$ cat src/rtl/ecc_errcap_pkg.sv
// Shared register indexes and field positions of the ECC error capture unit.
package ecc_errcap_pkg;
    localparam int REG_AW = 4;
    localparam int REG_W  = 32;

    typedef enum logic [REG_AW-1:0] {
        RG_STAT     = 4'd0,
        RG_SUPPR    = 4'd1,
        RG_IEN      = 4'd2,
        RG_SBCTL    = 4'd3,
        RG_CAP_HI   = 4'd4,
        RG_CAP_LO   = 4'd5,
        RG_CAP_CHK  = 4'd6,
        RG_CAP_ADDR = 4'd7,
        RG_INJ_HI   = 4'd8,
        RG_INJ_LO   = 4'd9,
        RG_INJ_CTL  = 4'd10
    } reg_sel_e;

    localparam int ST_SBE      = 0;
    localparam int ST_MBE      = 1;
    localparam int ST_OVR      = 3;
    localparam logic [3:0] ST_MASK = 4'b1011;
    localparam int THR_LSB     = 16;
    localparam int INJ_EN_BIT  = 8;
endpackage

$ cat src/rtl/ecc_err_track.sv
// Error tracking core: single-bit threshold counter, status flags, capture.
// Assumes at most one checker strobe per cycle; clear is applied before set.
module ecc_err_track
    import ecc_errcap_pkg::*;
#(
    parameter int DATA_W = 64,
    parameter int CHK_W  = 16,
    parameter int ECC_W  = 8,
    parameter int ADDR_W = 32,
    parameter int CNT_W  = 8
) (
    input  logic              clk,
    input  logic              rst_n,
    input  logic              chk_valid,
    input  logic              chk_sbe,
    input  logic              chk_mbe,
    input  logic [DATA_W-1:0] chk_data,
    input  logic [CHK_W-1:0]  chk_ecc,
    input  logic [ADDR_W-1:0] chk_addr,
    input  logic              narrow_bus,
    input  logic [1:0]        det_dis,
    input  logic              stat_wr,
    input  logic [3:0]        stat_clr,
    input  logic              sbctl_wr,
    input  logic [CNT_W-1:0]  thr_in,
    input  logic [CNT_W-1:0]  cnt_in,
    output logic [3:0]        stat_q,
    output logic [CNT_W-1:0]  thr_q,
    output logic [CNT_W-1:0]  cnt_q,
    output logic [DATA_W-1:0] cap_data_q,
    output logic [CHK_W-1:0]  cap_chk_q,
    output logic [ADDR_W-1:0] cap_addr_q
);
    localparam int PAD_W = CHK_W - ECC_W;

    logic             sbe_ev, mbe_ev, sbe_hit, new_any, locked;
    logic [CNT_W:0]   cnt_inc;
    logic [3:0]       stat_nxt;
    logic [CHK_W-1:0] chk_kept;

    // Qualify strobes with the suppress bits and test the threshold.
    always_comb begin
        sbe_ev  = chk_valid && chk_sbe && !det_dis[0];
        mbe_ev  = chk_valid && chk_mbe && !det_dis[1];
        cnt_inc = {1'b0, cnt_q} + 1'b1;
        sbe_hit = sbe_ev && (cnt_inc >= {1'b0, thr_q});
        new_any = sbe_hit || mbe_ev;
        locked  = stat_q[ST_SBE] || stat_q[ST_MBE];
    end

    // Next status: write-one-to-clear first, then new events.
    always_comb begin
        stat_nxt = stat_q & ~(stat_wr ? (stat_clr & ST_MASK) : 4'b0);
        if (new_any) begin
            if (locked) begin
                stat_nxt[ST_OVR] = 1'b1;
            end else begin
                stat_nxt[ST_SBE] = stat_nxt[ST_SBE] | sbe_hit;
                stat_nxt[ST_MBE] = stat_nxt[ST_MBE] | mbe_ev;
            end
        end
    end

    // Keep the check field width that matches the bus mode.
    always_comb begin
        chk_kept = narrow_bus ? chk_ecc : {{PAD_W{1'b0}}, chk_ecc[ECC_W-1:0]};
    end

    // Status flag register.
    always_ff @(posedge clk) begin
        if (!rst_n) stat_q <= '0;
        else        stat_q <= stat_nxt;
    end

    // Threshold register, written only by software.
    always_ff @(posedge clk) begin
        if (!rst_n)        thr_q <= '0;
        else if (sbctl_wr) thr_q <= thr_in;
    end

    // Single-bit error counter: software write wins, else count or wrap.
    always_ff @(posedge clk) begin
        if (!rst_n)        cnt_q <= '0;
        else if (sbctl_wr) cnt_q <= cnt_in;
        else if (sbe_hit)  cnt_q <= '0;
        else if (sbe_ev)   cnt_q <= cnt_inc[CNT_W-1:0];
    end

    // Capture of the first reportable error only.
    always_ff @(posedge clk) begin
        if (!rst_n) begin
            cap_data_q <= '0;
            cap_chk_q  <= '0;
            cap_addr_q <= '0;
        end else if (new_any && !locked) begin
            cap_data_q <= chk_data;
            cap_chk_q  <= chk_kept;
            cap_addr_q <= chk_addr;
        end
    end

    AST_CAPTURE_HOLD: assert property (@(posedge clk) disable iff (!rst_n)
        (locked && !stat_wr) |=> ($stable(cap_data_q) && $stable(cap_addr_q) && $stable(cap_chk_q)));
    AST_OVERRUN_SET: assert property (@(posedge clk) disable iff (!rst_n)
        (locked && new_any) |=> stat_q[ST_OVR]);
    AST_COUNT_WRAP: assert property (@(posedge clk) disable iff (!rst_n)
        (sbe_hit && !sbctl_wr) |=> (cnt_q == '0));
    AST_MBE_SUPPRESSED: assert property (@(posedge clk) disable iff (!rst_n)
        (det_dis[1] && !stat_q[ST_MBE]) |=> !stat_q[ST_MBE]);
    AST_MBE_IMMEDIATE: assert property (@(posedge clk) disable iff (!rst_n)
        (chk_valid && chk_mbe && !det_dis[1] && !locked) |=> stat_q[ST_MBE]);
endmodule

$ cat src/rtl/ecc_inject.sv
// Error injection: holds two data masks and a control word, and corrupts the
// outgoing write data and check byte while the control enable bit is set.
module ecc_inject
    import ecc_errcap_pkg::*;
#(
    parameter int DATA_W = 64,
    parameter int ECC_W  = 8
) (
    input  logic              clk,
    input  logic              rst_n,
    input  logic              wr_hi,
    input  logic              wr_lo,
    input  logic              wr_ctl,
    input  logic [REG_W-1:0]  wdata,
    input  logic [DATA_W-1:0] wr_data_in,
    input  logic [ECC_W-1:0]  wr_ecc_in,
    output logic [REG_W-1:0]  mask_hi_q,
    output logic [REG_W-1:0]  mask_lo_q,
    output logic [REG_W-1:0]  ctl_q,
    output logic [DATA_W-1:0] wr_data_out,
    output logic [ECC_W-1:0]  wr_ecc_out
);
    logic inj_en;

    // Injection registers, plain read/write storage.
    always_ff @(posedge clk) begin
        if (!rst_n) begin
            mask_hi_q <= '0;
            mask_lo_q <= '0;
            ctl_q     <= '0;
        end else begin
            if (wr_hi)  mask_hi_q <= wdata;
            if (wr_lo)  mask_lo_q <= wdata;
            if (wr_ctl) ctl_q     <= wdata;
        end
    end

    // Apply the masks to the write path when enabled.
    always_comb begin
        inj_en      = ctl_q[INJ_EN_BIT];
        wr_data_out = wr_data_in ^ (inj_en ? {mask_hi_q, mask_lo_q} : '0);
        wr_ecc_out  = wr_ecc_in ^ (inj_en ? ctl_q[ECC_W-1:0] : '0);
    end

    AST_INJ_PASS: assert property (@(posedge clk) disable iff (!rst_n)
        !ctl_q[INJ_EN_BIT] |-> (wr_data_out == wr_data_in && wr_ecc_out == wr_ecc_in));
endmodule

$ cat src/rtl/mem_ecc_errcap.sv
// Top of the ECC error capture unit: register decode, suppress and enable
// registers, read mux and interrupt. Assumes reads are combinational.
module mem_ecc_errcap
    import ecc_errcap_pkg::*;
#(
    parameter int         DATA_W  = 64,
    parameter int         CHK_W   = 16,
    parameter int         ECC_W   = 8,
    parameter int         ADDR_W  = 32,
    parameter int         CNT_W   = 8,
    parameter logic [1:0] DIS_RST = 2'b11
) (
    input  logic              clk,
    input  logic              rst_n,
    input  logic              reg_wr,
    input  logic [REG_AW-1:0] reg_addr,
    input  logic [REG_W-1:0]  reg_wdata,
    output logic [REG_W-1:0]  reg_rdata,
    input  logic              narrow_bus,
    input  logic              chk_valid,
    input  logic              chk_sbe,
    input  logic              chk_mbe,
    input  logic [DATA_W-1:0] chk_data,
    input  logic [CHK_W-1:0]  chk_ecc,
    input  logic [ADDR_W-1:0] chk_addr,
    input  logic [DATA_W-1:0] wr_data_in,
    input  logic [ECC_W-1:0]  wr_ecc_in,
    output logic [DATA_W-1:0] wr_data_out,
    output logic [ECC_W-1:0]  wr_ecc_out,
    output logic              irq
);
    localparam int HALF_W = DATA_W / 2;

    logic [1:0]        dis_q, ien_q;
    logic [3:0]        stat_q;
    logic [CNT_W-1:0]  thr_q, cnt_q;
    logic [DATA_W-1:0] cap_data_q;
    logic [CHK_W-1:0]  cap_chk_q;
    logic [ADDR_W-1:0] cap_addr_q;
    logic [REG_W-1:0]  mask_hi_q, mask_lo_q, ctl_q;
    logic              wr_stat, wr_dis, wr_ien, wr_sb, wr_ihi, wr_ilo, wr_ictl;

    // Write strobe decode per register.
    always_comb begin
        wr_stat = reg_wr && (reg_addr == RG_STAT);
        wr_dis  = reg_wr && (reg_addr == RG_SUPPR);
        wr_ien  = reg_wr && (reg_addr == RG_IEN);
        wr_sb   = reg_wr && (reg_addr == RG_SBCTL);
        wr_ihi  = reg_wr && (reg_addr == RG_INJ_HI);
        wr_ilo  = reg_wr && (reg_addr == RG_INJ_LO);
        wr_ictl = reg_wr && (reg_addr == RG_INJ_CTL);
    end

    // Detection suppress and interrupt enable registers.
    always_ff @(posedge clk) begin
        if (!rst_n) begin
            dis_q <= DIS_RST;
            ien_q <= '0;
        end else begin
            if (wr_dis) dis_q <= reg_wdata[1:0];
            if (wr_ien) ien_q <= reg_wdata[1:0];
        end
    end

    ecc_err_track #(
        .DATA_W(DATA_W), .CHK_W(CHK_W), .ECC_W(ECC_W),
        .ADDR_W(ADDR_W), .CNT_W(CNT_W)
    ) u_track (
        .clk        (clk),
        .rst_n      (rst_n),
        .chk_valid  (chk_valid),
        .chk_sbe    (chk_sbe),
        .chk_mbe    (chk_mbe),
        .chk_data   (chk_data),
        .chk_ecc    (chk_ecc),
        .chk_addr   (chk_addr),
        .narrow_bus (narrow_bus),
        .det_dis    (dis_q),
        .stat_wr    (wr_stat),
        .stat_clr   (reg_wdata[3:0]),
        .sbctl_wr   (wr_sb),
        .thr_in     (reg_wdata[THR_LSB +: CNT_W]),
        .cnt_in     (reg_wdata[CNT_W-1:0]),
        .stat_q     (stat_q),
        .thr_q      (thr_q),
        .cnt_q      (cnt_q),
        .cap_data_q (cap_data_q),
        .cap_chk_q  (cap_chk_q),
        .cap_addr_q (cap_addr_q)
    );

    ecc_inject #(.DATA_W(DATA_W), .ECC_W(ECC_W)) u_inject (
        .clk         (clk),
        .rst_n       (rst_n),
        .wr_hi       (wr_ihi),
        .wr_lo       (wr_ilo),
        .wr_ctl      (wr_ictl),
        .wdata       (reg_wdata),
        .wr_data_in  (wr_data_in),
        .wr_ecc_in   (wr_ecc_in),
        .mask_hi_q   (mask_hi_q),
        .mask_lo_q   (mask_lo_q),
        .ctl_q       (ctl_q),
        .wr_data_out (wr_data_out),
        .wr_ecc_out  (wr_ecc_out)
    );

    // Read mux; unmapped indexes return zero.
    always_comb begin
        reg_rdata = '0;
        case (reg_addr)
            RG_STAT:     reg_rdata[3:0] = stat_q;
            RG_SUPPR:    reg_rdata[1:0] = dis_q;
            RG_IEN:      reg_rdata[1:0] = ien_q;
            RG_SBCTL:    reg_rdata = {{(REG_W-THR_LSB-CNT_W){1'b0}}, thr_q,
                                      {(THR_LSB-CNT_W){1'b0}}, cnt_q};
            RG_CAP_HI:   reg_rdata = cap_data_q[DATA_W-1:HALF_W];
            RG_CAP_LO:   reg_rdata = cap_data_q[HALF_W-1:0];
            RG_CAP_CHK:  reg_rdata[CHK_W-1:0] = cap_chk_q;
            RG_CAP_ADDR: reg_rdata = cap_addr_q;
            RG_INJ_HI:   reg_rdata = mask_hi_q;
            RG_INJ_LO:   reg_rdata = mask_lo_q;
            RG_INJ_CTL:  reg_rdata = ctl_q;
            default:     reg_rdata = '0;
        endcase
    end

    // Level interrupt from enabled flags.
    always_comb begin
        irq = |(stat_q[1:0] & ien_q);
    end

    AST_CLEAR_ALL_DROPS_IRQ: assert property (@(posedge clk) disable iff (!rst_n)
        (wr_stat && (&reg_wdata) && !chk_valid) |=> !irq);
endmodule

$ cat config.mk
export PLATFORM = sky130hd
export DESIGN_NAME = mem_ecc_errcap
export DESIGN_NICKNAME = d
export VERILOG_FILES = /design/src/rtl/ecc_errcap_pkg.sv /design/src/rtl/ecc_err_track.sv /design/src/rtl/ecc_inject.sv /design/src/rtl/mem_ecc_errcap.sv
export SDC_FILE = /design/constraint.sdc
export NUM_CORES = 1
export LEC_CHECK = 0
export ABC_CLOCK_PERIOD_IN_PS = 2900
export BUFFER_PORTS_ARGS = -buffer_cell sky130_fd_sc_hd__clkbuf_2
export CORE_MARGIN = 3
export CORE_UTILIZATION = 35
export CTS_CLUSTER_SIZE = 16
export DETAILED_ROUTE_END_ITERATION = 7
export GPL_ROUTABILITY_DRIVEN = 0
export SYNTH_ARGS = -nofsm -noshare
export SYNTH_HDL_FRONTEND = slang
export SYNTH_SLANG_ARGS = --single-unit
$ cat constraint.sdc
create_clock -name clk -period 2.9 [get_ports clk]
set_input_delay 0.29 -clock clk [delete_from_list [all_inputs] [get_ports clk]]
set_output_delay 0.29 -clock clk [all_outputs]
set_load 0.02 [all_outputs]
Word level (Yosys, flattened, before mapping)
Cells that the tools add are included.

Register bits: 232. Bits of input ports: 227. Word-level logic and storage cells: 66.

Add/subtract/negate cells: 1. Magnitude comparators: 1. Equal/unequal tests: 10. Muxes and demuxes: 15. Bitwise logic cells: 7. Reduce and logical (&&, ||, !) cells: 21.

Operator list (count): $pmux W16 S7 (1); $pmux W12 S8 (1); $mux W64 (1); $xor A64 B64 Y64 (1); $mux W8 (4); $pmux W2 S11 (1); $pmux W2 S9 (1); $eq A4 B3 Y1 const B (4); $mux W16 (1); $logic_and A1 B1 Y1 (13); $eq A4 B4 Y1 const B (3); $add A8 B1 Y9 const B (1); $ge A9 B8 Y1 (1); $eq A4 B2 Y1 const B (2); $xor A8 B8 Y8 (1); $and A4 B4 Y4 (1); $eq A4 B1 Y1 const B (1); $logic_not A4 Y1 (1); $mux W2 (2); $mux W4 (1); $not A4 Y4 (1); $logic_not A1 Y1 (3); $reduce_bool A3 Y1 (1); $and A2 B2 Y2 (1); other kinds (4) (7).

Longest topological paths before layout
Depth in word-level cells: 8. Gate-level depth with buffers: 12.

By module
A second synthesis with hierarchy kept.

Cells, all modules: 1373. Area total of the unflattened synthesis: 12470.7 um^2.

Modules (own cells, without submodules): ecc_err_track (instances 1, cells each 636, area each 5582.9 um^2); ecc_inject (instances 1, cells each 462, area each 4744.6 um^2); mem_ecc_errcap (instances 1, cells each 275, area each 2143.3 um^2).

Worst setup path after synthesis
OpenSTA, ideal clock, no wires.

Path kind: reg2reg. From: register u_track.cnt_q[2]. To: register u_track.cap_addr_q[0]. Setup time: 0.117 ns. Arrival: 2.636 ns. Required time: 2.783 ns. Slack: 0.148 ns. Cell stages (with the launch flop): 13. Buffers on the path: 2. Clock period less this slack: 2.752 ns. Cell sequence: dfxtp_1 and3_1 and3_1 nand3_1 xnor2_1 ha_1 and3_1 a221o_1 a31oi_2 a21oi_1 buf_2 buf_2 a22o_1.

Cells in the longest elaborated chain, start to end: 5.

Ends and longest elaborated chain: from (decl) (RTL line ecc_err_track.sv:29) `output logic [CNT_W-1:0] cnt_q,`; from (signal assigned) (RTL line ecc_err_track.sv:84) `else if (sbctl_wr) cnt_q <= cnt_in;`; from (signal assigned) (RTL line ecc_err_track.sv:86) `else if (sbe_ev) cnt_q <= cnt_inc[CNT_W-1:0];`; $add A8 B1 Y9 (RTL line ecc_err_track.sv:45) `cnt_inc = {1'b0, cnt_q} + 1'b1;`; $ge A9 B8 Y1 (RTL line ecc_err_track.sv:46) `sbe_hit = sbe_ev && (cnt_inc >= {1'b0, thr_q});`; $logic_and A1 B1 Y1 (RTL line ecc_err_track.sv:46); $logic_or A1 B1 Y1 (RTL line ecc_err_track.sv:47) `new_any = sbe_hit || mbe_ev;`; $logic_and A1 B1 Y1 (RTL line ecc_err_track.sv:95) `end else if (new_any && !locked) begin`; to (signal assigned) (RTL line ecc_err_track.sv:98) `cap_addr_q <= chk_addr;`; to (decl) (RTL line ecc_err_track.sv:32) `output logic [ADDR_W-1:0] cap_addr_q`.

Every way passes these cells. A chain may end at the register's enable or synchronous reset.

Worst setup path in the final report
From: register u_track.cnt_q[2]. To: register u_track.cap_chk_q[13].

Cells in the longest elaborated chain, start to end: 5.

Ends and longest elaborated chain: $add A8 B1 Y9 (RTL line ecc_err_track.sv:45); $ge A9 B8 Y1 (RTL line ecc_err_track.sv:46); $logic_and A1 B1 Y1 (RTL line ecc_err_track.sv:46); $logic_or A1 B1 Y1 (RTL line ecc_err_track.sv:47); $logic_and A1 B1 Y1 (RTL line ecc_err_track.sv:95); to (signal assigned) (RTL line ecc_err_track.sv:97) `cap_chk_q <= chk_kept;`; to (decl) (RTL line ecc_err_track.sv:31) `output logic [CHK_W-1:0] cap_chk_q,`.

Every way passes these cells.

==> flow_summary.ini <==
[sta]
fin_setup_tns_ns = -0.298
finClkSkew_ns = 0.0108
setup_slack_ns = -0.0446
hold_viol = 0
fmax_ghz = 0.340
finalCritPeriodShare = 1.02
rsz0062_at_grt = yes
holdWs_ns = 0.0135
worst_slew_pin_slew_ns = 0.835
slew_violations = 0
slew_headroom = 0.442
setup_viol = 29
fin_crit_ns = 2.94

[clocking]
cts_tree = done
htreeDepth = 1
numClockSinks = 231
cts-root-buf = clkbuf_16
cts_buffers = 25
clockBufferDepth = 3
clk_latency_ns = 0.53
clk_pin_slew_worst_paths_ns = 0.06

[setup_path]
crit_path_top_delay_cell = a221o_1
start_kind = flip-flop
reg2reg_depth = 13
timing.rr.start = u_track.cnt_q[2]
path_max_fanout = 16
timing.rr.end = u_track.cap_chk_q[13]
max_stage_delay_ns = 0.38
cp_common_cell = and3_4
worstPathArrival_ns = 3.36
rrSetupSlack_ns = -0.04
crit_path_cell_trace = and3_4, and3_4, nand3_4, xnor2_2, ha_1, and3_4, a221o_1, a31oi_4, buf_6, a21oi_4, buf_12, buf_12, a32o_1
crit_required_ns = 3.31
path_class = flip-flop to flip-flop
endpoint_kind = flip-flop

[drt]
routed_wl_mm = 42.3
via_count = 10800
wl_per_cell_um = 21.0
ant_nets = 0
drt_iter0_drc = 1070
vias_per_cell = 5.39
drc_errors = 0
dr.pass1.iters = 6

[global_route]
overflow = 0
antenna_found_initial = 0
grt_pass1_wl_mm = 63.5
grt_pass1_vias = 10900
grt_max_degree = 63
grt_use_total = 0.243

[final_layout]
final_util = 0.511
fin_area_um2 = 14900
layout.nets = 1846
layout-drive-gt1-share = 0.285
seq_area_um2 = 4630
stdcell_count = 2011
final.fill_count = 2729
diodes = 0
multi_input_area_um2 = 5600
area_delta_synth_final_pct = 41.5

[synthesis]
ys_ff_latch = 231
syn-mean-instance-area_um2 = 8.86
syn_nets = 1428
yosysUniqueCellTypes = 47
synth.area.top_cells = dfxtp_1 (44%), nand2_1 (11%), a22o_1 (9.5%)
synthCells = 1192
yosysTopAreaCell = dfxtp_1
synthFlopType = dfxtp_1
synth_top_area_share = 0.438
synth_seq_area_share = 0.438
synth_edf_count = 0
synth.cell_area_um2 = 10600
ys_warn_count = 0
async_reset_ff_frac = 0

[floorplanning]
row_count = 62
start_util = 0.361
die-area_um2 = 32300
pin_count = 332
core_area_um2 = 29200
dieWidth_um = 180
die_h_um = 180

[worst_hold_path]
hp-class = input port to flip-flop
min-delay-start = chk_data[35]
holdPathStages = 2
holdPathEnd = u_track.cap_data_q[35]

[placement]
dpl.hpwl_mm = 28.5
io_buffers = 331
dp_slack_ns = -0.0285
placedCellCount = 1855
dpl_cell_area_um2 = 12800

[outcome]
violations = setup timing
status = finished with violations

[pwr]
total_leakage_power_nw = 6.08
fin_total_pwr_mw = 7.29
p_per_area_nw_per_um2 = 488
ir_drop_mv = 0.358

[job]
cap_violations = 0
timing repair:
action                                  in CTS  in global routing
hold buffers                                94                  0
pin swaps                                    1                 12
hold endpoints to repair                    94                  0
setup buffers                                1                  9
gates cloned                                 1                  7
gates resized for setup                      4                 15
endpoints found under the setup margin      40                120
final cells by class:
class                      instances  area share
clock buffer                      40      0.0510
clock inverter                     4     0.00327
inverter                           8     0.00201
tap                              384      0.0322
sequential                       231       0.310
timing repair buffer             486       0.227
multi-input combinational        858       0.375
worst max-delay path by stage:
stage / startpoint / end / slack (ns) / cells after the start
6_report: u_track.cnt_q[2] / u_track.cap_chk_q[13] / -0.04 / 13
2_1_floorplan: u_track.cnt_q[2] / u_track.cap_addr_q[0] / 0.15 / 12
3_3_place_gp: u_track.cnt_q[4] / u_track.cap_chk_q[10] / 0.03 / 12
3_5_place_dp: u_track.cnt_q[4] / u_track.cap_chk_q[10] / -0.03 / 12
4_1_cts: u_track.cnt_q[4] / u_track.cap_chk_q[10] / -0.004 / 12
5_1_grt: u_track.cnt_q[2] / u_track.cap_chk_q[12] / -0.10 / 13
Yosys cell counts (2+ instances only):
cell type  instances
nor2_1            12
a21o_1             2
o21a_1             2
and3_1             7
nand4_1            2
o21ai_0            5
nor3_1             4
buf_6              9
mux2i_1            7
nand2_1          310
a21boi_1           4
mux2_2             2
nand3b_1           2
nand2b_1           6
clkbuf_1          56
a221oi_1           3
a222oi_1          18
o211ai_1           2
xnor2_1           77
a21boi_0         106
buf_1              5
dfxtp_1          231
a22oi_1           69
ha_1               9
a32o_1             8
and2_1             2
buf_2             25
a21oi_1            8
nand3_1           53
a22o_1           115
nor2b_1            8
inv_1              8
registers in the layout, indices dropped and copies added, names as in the netlist:
name	cells
u_inject.mask_hi_q	32
u_track.cnt_q	8
ien_q	2
u_inject.mask_lo_q	32
u_track.cap_chk_q	16
u_track.cap_data_q	64
u_track.cap_addr_q	32
u_track.thr_q	8
u_inject.ctl_q	32
dis_q	2
u_track.stat_q	3
metal layers:
metal  global-route usage  routed length (um)  vias to the layer above  share of wire
met4               0.0600                1130                        0          0.027
met1                0.328               18300                     5161           0.43
met2                0.407               19900                      509           0.47
met3               0.0414                3030                       69          0.072
li1                     -                   -                     5093              -
met5                    0                   0                        -              0
cell families (layout without fill, tap and decap cells):
kind of cell / after synthesis / count (layout) / synth area share
AND/OR/NAND/NOR: 409 / 409 / 0.161
adder cells (fa/ha/maj): 9 / 9 / 0.0107
AO/OA/AOI/OAI: 352 / 352 / 0.269
flip-flops: 231 / 231 / 0.438
multiplexers: 10 / 10 / 0.0109
XOR/XNOR: 78 / 78 / 0.0647
buffers and inverters: 103 / 538 / 0.0460
cell usage in the layout (no fill, tap or decap), types with 5 or more instances in the layout:
master,n
xnor2_1,74
buf_4,37
nand3_1,52
nand2_1,307
clkbuf_1,7
inv_1,8
clkbuf_16,31
a22o_1,115
a22oi_1,69
nor2_4,6
o21ai_0,5
a32o_1,8
dlygate4sd3_1,94
a21boi_0,106
buf_12,14
nand2b_1,6
mux2i_1,7
clkbuf_8,8
clkbuf_2,330
nor2b_1,7
nor2_1,6
a222oi_1,18
a21oi_1,7
ha_1,8
dfxtp_1,227
report_power, final:
group          internal, mW  total, mW  switching, mW
logic                 0.409      0.880          0.471
clock network          1.88       3.17           1.29
registers              3.21       3.24         0.0287
critical path: cells and delay by family (launching register included):
kind                     cells  cell delay (ns)
AO/OA/AOI/OAI                4             0.90
XOR/XNOR                     1             0.14
adder cells (fa/ha/maj)      1             0.32
buffers and inverters        3             0.47
flip-flops                   1             0.33
AND/OR/NAND/NOR              4             0.67
(Power assumes the default switching activity.)
